--- config.mk ---
export PLATFORM = sky130hd
export DESIGN_NAME = viterbi4_dec
export DESIGN_NICKNAME = d
export VERILOG_FILES = /design/src/rtl/v4_pkg.sv /design/src/rtl/v4_acs_pe.sv /design/src/rtl/v4_ctrl.sv /design/src/rtl/v4_dp.sv /design/src/rtl/viterbi4_dec.sv
export SDC_FILE = /design/constraint.sdc
export NUM_CORES = 1
export LEC_CHECK = 0
export BUFFER_PORTS_ARGS = -buffer_cell sky130_fd_sc_hd__buf_2
export CAP_MARGIN = 20
export CORE_ASPECT_RATIO = 0.9
export CORE_MARGIN = 4
export CORE_UTILIZATION = 53
export DETAILED_ROUTE_END_ITERATION = 10
export PLACE_DENSITY = 0.69
export SETUP_SLACK_MARGIN = 0.3
export SLEW_MARGIN = 30
export SYNTH_ARGS = -nofsm -noshare
export SYNTH_HDL_FRONTEND = slang
export SYNTH_SLANG_ARGS = --single-unit
export TNS_END_PERCENT = 5
--- constraint.sdc ---
create_clock -name clk -period 6 [get_ports clk]
set_input_delay 0.3 -clock clk [delete_from_list [all_inputs] [get_ports clk]]
set_output_delay 0.3 -clock clk [all_outputs]
set_load 0.01 [all_outputs]
--- src/rtl/v4_pkg.sv ---
package v4_pkg;
  localparam int WIN_LEN = 7;                 // symbols per decoding window
  localparam int PM_W    = 4;                 // path metric width
  localparam int NUM_ST  = 4;                 // encoder states
  localparam int IDX_W   = $clog2(WIN_LEN);   // stage index width

  // strobes from the control FSM to the datapath
  typedef struct packed {
    logic             acsEn;    // update metrics and write one survivor column
    logic             useInit;  // first stage: start from known zero state
    logic             tbEn;     // traceback step
    logic             tbFirst;  // first traceback step: start from best state
    logic [IDX_W-1:0] col;      // survivor column to write or read
    logic [IDX_W-1:0] outSel;   // decoded bit to present
  } dp_ctrl_t;
endpackage

--- src/rtl/v4_acs_pe.sv ---
module v4_acs_pe #(
  parameter int PM_W   = 4,
  parameter int ST_ID  = 0
) (
  input  logic [PM_W-1:0] pmLo,   // metric of predecessor {n0,0}
  input  logic [PM_W-1:0] pmHi,   // metric of predecessor {n0,1}
  input  logic [1:0]      sym,
  output logic [PM_W-1:0] pmNew,
  output logic            decBit
);
  localparam logic [1:0] ST = ST_ID[1:0];
  localparam logic [PM_W-1:0] PM_MAX = {PM_W{1'b1}};
  // branch labels: input bit is ST[1], predecessor low bit is the decision
  localparam logic [1:0] EXP_LO = {ST[1] ^ ST[0], ST[1]};
  localparam logic [1:0] EXP_HI = {~(ST[1] ^ ST[0]), ~ST[1]};

  logic [1:0] diffLo, diffHi;
  logic [1:0] bmLo, bmHi;
  logic [PM_W:0] sumLo, sumHi;
  logic [PM_W-1:0] candLo, candHi;

  always_comb begin
    diffLo = sym ^ EXP_LO;
    diffHi = sym ^ EXP_HI;
    bmLo   = {1'b0, diffLo[1]} + {1'b0, diffLo[0]};
    bmHi   = {1'b0, diffHi[1]} + {1'b0, diffHi[0]};
    sumLo  = {1'b0, pmLo} + {{(PM_W-1){1'b0}}, bmLo};
    sumHi  = {1'b0, pmHi} + {{(PM_W-1){1'b0}}, bmHi};
    candLo = sumLo[PM_W] ? PM_MAX : sumLo[PM_W-1:0];
    candHi = sumHi[PM_W] ? PM_MAX : sumHi[PM_W-1:0];
    decBit = (candHi < candLo);
    pmNew  = decBit ? candHi : candLo;
  end
endmodule

--- src/rtl/v4_ctrl.sv ---
module v4_ctrl
  import v4_pkg::*;
#(
  parameter int WIN = WIN_LEN
) (
  input  logic     clk,
  input  logic     rst_n,
  input  logic     symValid,
  output dp_ctrl_t ctl,
  output logic     busy,
  output logic     outValid,
  output logic     frameDone
);
  localparam logic [IDX_W-1:0] LAST = IDX_W'(WIN - 1);

  typedef enum logic [1:0] {COLLECT, TRACE, DRAIN} phase_t;
  phase_t phase;
  logic [IDX_W-1:0] cnt;

  always_comb begin
    ctl = '0;
    ctl.col = cnt;
    ctl.outSel = cnt;
    unique case (phase)
      COLLECT: begin
        ctl.acsEn   = symValid;
        ctl.useInit = (cnt == '0);
      end
      TRACE: begin
        ctl.tbEn    = 1'b1;
        ctl.tbFirst = (cnt == LAST);
      end
      default: ;
    endcase
  end

  assign busy      = (phase != COLLECT);
  assign outValid  = (phase == DRAIN);
  assign frameDone = (phase == DRAIN) && (cnt == LAST);

  always_ff @(posedge clk or negedge rst_n) begin
    if (!rst_n) begin
      phase <= COLLECT;
      cnt   <= '0;
    end else begin
      unique case (phase)
        COLLECT: if (symValid) begin
          if (cnt == LAST) phase <= TRACE;   // cnt stays at the newest column
          else cnt <= cnt + 1'b1;
        end
        TRACE: begin
          if (cnt == '0) phase <= DRAIN;
          else cnt <= cnt - 1'b1;
        end
        default: begin
          if (cnt == LAST) begin
            phase <= COLLECT;
            cnt   <= '0;
          end else cnt <= cnt + 1'b1;
        end
      endcase
    end
  end
endmodule

--- src/rtl/v4_dp.sv ---
module v4_dp
  import v4_pkg::*;
#(
  parameter int WIN = WIN_LEN,
  parameter int PMW = PM_W
) (
  input  logic       clk,
  input  logic       rst_n,
  input  dp_ctrl_t   ctl,
  input  logic [1:0] sym,
  output logic       outBit
);
  localparam logic [PMW-1:0] PM_MAX = {PMW{1'b1}};

  logic [PMW-1:0] pmQ   [NUM_ST];
  logic [PMW-1:0] pmOld [NUM_ST];
  logic [PMW-1:0] pmNew [NUM_ST];
  logic [NUM_ST-1:0] decVec;
  logic [WIN-1:0][NUM_ST-1:0] surv;
  logic [WIN-1:0] bitBuf;
  logic [1:0] tbSt, curSt, bestSt;
  logic [PMW-1:0] bestPm;
  logic [NUM_ST*PMW-1:0] pmFlat;   // observed by the checker

  // known all-zero start at the first stage of every window
  always_comb begin
    for (int i = 0; i < NUM_ST; i++) begin
      pmOld[i] = ctl.useInit ? ((i == 0) ? '0 : PM_MAX) : pmQ[i];
      pmFlat[i*PMW +: PMW] = pmQ[i];
    end
  end

  for (genvar n = 0; n < NUM_ST; n++) begin : g_pe
    localparam int PRED = (n % 2) * 2;  // predecessor {n0,0}
    v4_acs_pe #(.PM_W(PMW), .ST_ID(n)) u_pe (
      .pmLo  (pmOld[PRED]),
      .pmHi  (pmOld[PRED + 1]),
      .sym   (sym),
      .pmNew (pmNew[n]),
      .decBit(decVec[n])
    );
  end

  // best final state, lowest number on ties
  always_comb begin
    bestSt = 2'd0;
    bestPm = pmQ[0];
    for (int i = 1; i < NUM_ST; i++) begin
      if (pmQ[i] < bestPm) begin
        bestPm = pmQ[i];
        bestSt = 2'(i);
      end
    end
    curSt = ctl.tbFirst ? bestSt : tbSt;
  end

  always_ff @(posedge clk or negedge rst_n) begin
    if (!rst_n) begin
      for (int i = 0; i < NUM_ST; i++) pmQ[i] <= (i == 0) ? '0 : PM_MAX;
      surv   <= '0;
      bitBuf <= '0;
      tbSt   <= '0;
    end else begin
      if (ctl.acsEn) begin
        for (int i = 0; i < NUM_ST; i++) pmQ[i] <= pmNew[i];
        surv[ctl.col] <= decVec;
      end
      if (ctl.tbEn) begin
        bitBuf[ctl.col] <= curSt[1];                  // input bit that entered curSt
        tbSt <= {curSt[0], surv[ctl.col][curSt]};      // winning predecessor
      end
    end
  end

  assign outBit = bitBuf[ctl.outSel];
endmodule

--- src/rtl/viterbi4_dec.sv ---
module viterbi4_dec
  import v4_pkg::*;
#(
  parameter int WIN = WIN_LEN,
  parameter int PMW = PM_W
) (
  input  logic       clk,
  input  logic       rst_n,
  input  logic       symValid,
  input  logic [1:0] sym,
  output logic       busy,
  output logic       outValid,
  output logic       outBit,
  output logic       frameDone
);
  dp_ctrl_t ctl;

  v4_ctrl #(.WIN(WIN)) u_ctrl (
    .clk(clk), .rst_n(rst_n), .symValid(symValid), .ctl(ctl),
    .busy(busy), .outValid(outValid), .frameDone(frameDone)
  );

  v4_dp #(.WIN(WIN), .PMW(PMW)) u_dp (
    .clk(clk), .rst_n(rst_n), .ctl(ctl), .sym(sym), .outBit(outBit)
  );
endmodule

==> metrics.md <==
| Metric | Value |
|---|---|
| Worst Path Max Fanout | `19` |
| XOR/XNOR Fraction of Synth Area | `0%` |
| Top_reg_cell synth | `dfrtp_1` |
| Critical path capture point type | `register` |
| Fin. max-slew vios | `0` |
| Critical Path Start | `u_ctrl.cnt[0]` |
| Worst path required time | `6.27 ns` |
| Most common cell in the synthesized netlist | `nor2_1` |
| Final hold violation count | `0` |
| Syn nets | `562` |
| Max Cap Violations | `0` |
| Synth area leader | `dfrtp_1` |
| Critical path's largest stage delay | `0.65 ns` |
| DP HPWL | `8.13 mm` |
| Clk sinks | `58` |
| Largest net degree at the start of global routing | `59` |
| FF/Latch Area | `1470 sq um` |
| #FFs+latches synth | `58` |
| CP startpoint kind | `register` |
| Inserted Diodes | `0` |
| Worst slew pin tran | `0.860 ns` |
| CTS Buffer Depth | `2` |
| Total track usage | `21.7%` |
| Met2 GRT Util | `32.9%` |
| RSZ-0062 raised after global routing | `no` |
| Gpl congestion | `0.897` |
| Num CTS Buffers | `9` |
| Vias per std cell | `6.02` |
| Post-CTS Setup Bufs | `0` |
| Area growth, synth to finish | `6.74%` |
| H-tree levels | `3` |
| Starting DRT DRC Count | `240` |
| Met1 GRT Util | `31.8%` |
| Multi-input gate area | `3040 sq um` |
| Final-stage net count | `564` |
| DRC viols | `0` |
| Clock latency on the worst-skew pair | `0.35 ns` |
| Status | `finished clean` |
| Min Hold Slack | `0.0895 ns` |
| # hold bufs at CTS | `0` |
| I/O Buffers | `8` |
| Worst Clk Skew | `0.00586 ns` |
| Post-synth ARST share | `100%` |
| Setup TNS | `0 ns` |
| Slowest CP cell | `nor4b_4` |
| Rel. slew slack | `42.7%` |
| GR peak layer | `met2` |
| PostCTS Resize Cnt | `0` |
| Vias | `3806` |
| Ys Warns | `0` |
| CTS tree | `yes` |
| Largest family of logic cells by synthesized area | `compound AO/OA/AOI/OAI gates` |
| Die width | `107 um` |
| Core Util, Final | `58.4%` |
| Die Ht | `97.5 um` |
| Post-Synth Simple-Gate Area | `16.1%` |
| CP Class | `reg -> reg` |
| GR met3 Demand/Resource | `3.59%` |
| Final min period | `5.12 ns` |
| Ratio of cells with drive above 1 in the final layout | `18.9%` |
| Wire length per cell | `17.1 um` |
| Yosys top cell area share | `24.4%` |
| Synth Area in Compound Gates | `19.5%` |
| Hold crit path type | `in -> async` |
| Clock transition at the registers of the reported paths | `0.07 ns` |
| Synth top area cells | `dfrtp_1 24%, ha_1 11%, mux2_2 7.2%` |
| Routed WL | `10.8 mm` |
| Initial DRT Pass Iterations | `7` |
| Root Driver | `clkbuf_8` |
| CP arrival | `5.39 ns` |
| Sequential-to-total area share from yosys stat | `31.1%` |
| Finish-stage setup viols | `0` |
| Syn Inst Count | `506` |
| F_max | `0.195 GHz` |
| Initial core utilization | `54.8%` |
| Row cnt | `32` |
| Die area | `10500 sq um` |
| Mux contribution to synthesized area | `14.0%` |
| Critical path cell sequence | `clkinv_1 > ha_1 > nor4b_4 > nor2_1 > ha_1 > inv_1 > fa_1 > nand2_1 > o311ai_0 > ha_1 > a21oi_1 > nand2_1 > a41oi_4 > mux2_1 > o21ai_1` |
| Fill count | `772` |
| Syn avg cell area | `9.31 sq um` |
| Antenna violations before repair | `0` |
| Synth Cell Area | `4710 sq um` |
| Reg2reg path depth | `15` |
| Adder-cell share of the synthesized area | `14.8%` |
| Top post-synthesis cells by count | `57 x nor2_1, 47 x nand2_1, 46 x dfrtp_1, 43 x ha_1, 39 x a21oi_1` |
| Vias in the first global route | `3704` |
| Global-route wire length before repair | `18.3 mm` |
| Post-synth EDFFs | `0` |
| IO Count | `9` |
| Number of distinct library cells after synthesis | `61` |
| Tcrit/Tclk final | `85.3%` |
| Core footprint | `8610 sq um` |
| DRT antenna net count | `0` |
| CP most frequent cell | `ha_1` |
| R2r startpoint | `u_ctrl.cnt[0]` |
| Congestion Overflow GR | `0` |
-- kinds of logic (layout without fill, tap and decap cells) --
| kind of cell | count (synthesis) | in the layout |
|---|---|---|
| adder cells (fa/ha/maj) | 51 | 51 |
| buffers and inverters | 46 | 53 |
| flip-flops | 58 | 58 |
| AO/OA/AOI/OAI | 134 | 134 |
| AND/OR/NAND/NOR | 160 | 160 |
| multiplexers | 57 | 57 |
-- critical path, delay by kind of cell (launching register included) --
kind | cells | cell delay, ns
AO/OA/AOI/OAI | 4 | 1.42
adder cells (fa/ha/maj) | 4 | 1.23
AND/OR/NAND/NOR | 4 | 0.96
flip-flops | 1 | 0.63
buffers and inverters | 2 | 0.42
multiplexers | 1 | 0.37
-- layer usage --
layer	share of wire [%]	vias up
met5	0	-
met4	1.1	0
met1	49	1859
met2	45	103
li1	-	1829
met3	5.0	15
-- state kept, by name, indices dropped and copies added (netlist names) --
register and flops:
u_dp.surv 28, u_dp.pmFlat 16, u_dp.bitBuf 7, u_ctrl.cnt 3
u_ctrl.phase 2, u_dp.tbSt 2
-- cell usage in the layout, fill, tap and decap left out, types with 2 or more instances in the layout --
cell	Yosys	final
a31oi_1	9	9
buf_2	2	8
dfrtp_1	46	46
nor4_1	2	2
o221ai_1	3	3
nor2_1	57	57
nand2b_1	9	9
inv_1	27	27
clkinv_4	0	3
o21ai_2	7	7
nor2b_1	7	7
and2_1	2	2
nand2_1	47	46
a21oi_1	39	39
mux2_4	5	5
o211ai_1	5	5
mux2_2	30	30
nand3_1	14	14
o211a_1	2	2
mux4_2	2	2
clkbuf_8	0	9
dfstp_2	12	12
o311ai_0	2	2
bufinv_16	0	2
and4b_1	2	2
o21ai_1	3	3
nor2_2	3	3
nor3_1	9	9
nor3b_2	2	2
ha_1	43	43
a211oi_1	2	2
mux2i_1	19	19
o21ai_0	28	28
fa_1	8	8
a32o_1	2	2
a21o_1	8	8
o31ai_1	8	8
-- area by class of cell --
class / count / share of cell area, %
Clock buffer: 9 / 2.46
Clock inverter: 7 / 2.04
Inverter: 28 / 2.09
Multi-Input combinational cell: 402 / 60.4
Sequential cell: 58 / 29.1
Tap cell: 119 / 2.96
Timing Repair Buffer: 9 / 0.945
-- final timing paths --
kind	end	slack (ns)
hold reg to reg	u_dp.bitBuf[0]	0.49
hold / removal	u_dp.pmFlat[0]	0.09
min in group clk	u_ctrl.phase[0]	0.32
max in group asynchronous	u_ctrl.cnt[1]	5.40
setup reg to reg	u_dp.pmFlat[10]	0.88
setup / recovery	u_dp.pmFlat[10]	0.88
-- per-stage QoR --
stage | cells | cell area [sq um] | setup slack [ns]
floorplan | 506 | 4710 | 1.45
global placement | 616 | 4800 | 1.18
detailed placement | 616 | 4800 | 0.968
CTS | 632 | 5030 | 0.918
global route | 632 | 5030 | 0.520
finish | 632 | 5030 | 0.880
Power is not shown: default switching activity piles up to over one toggle a cycle in this logic, so the estimate is an artifact.
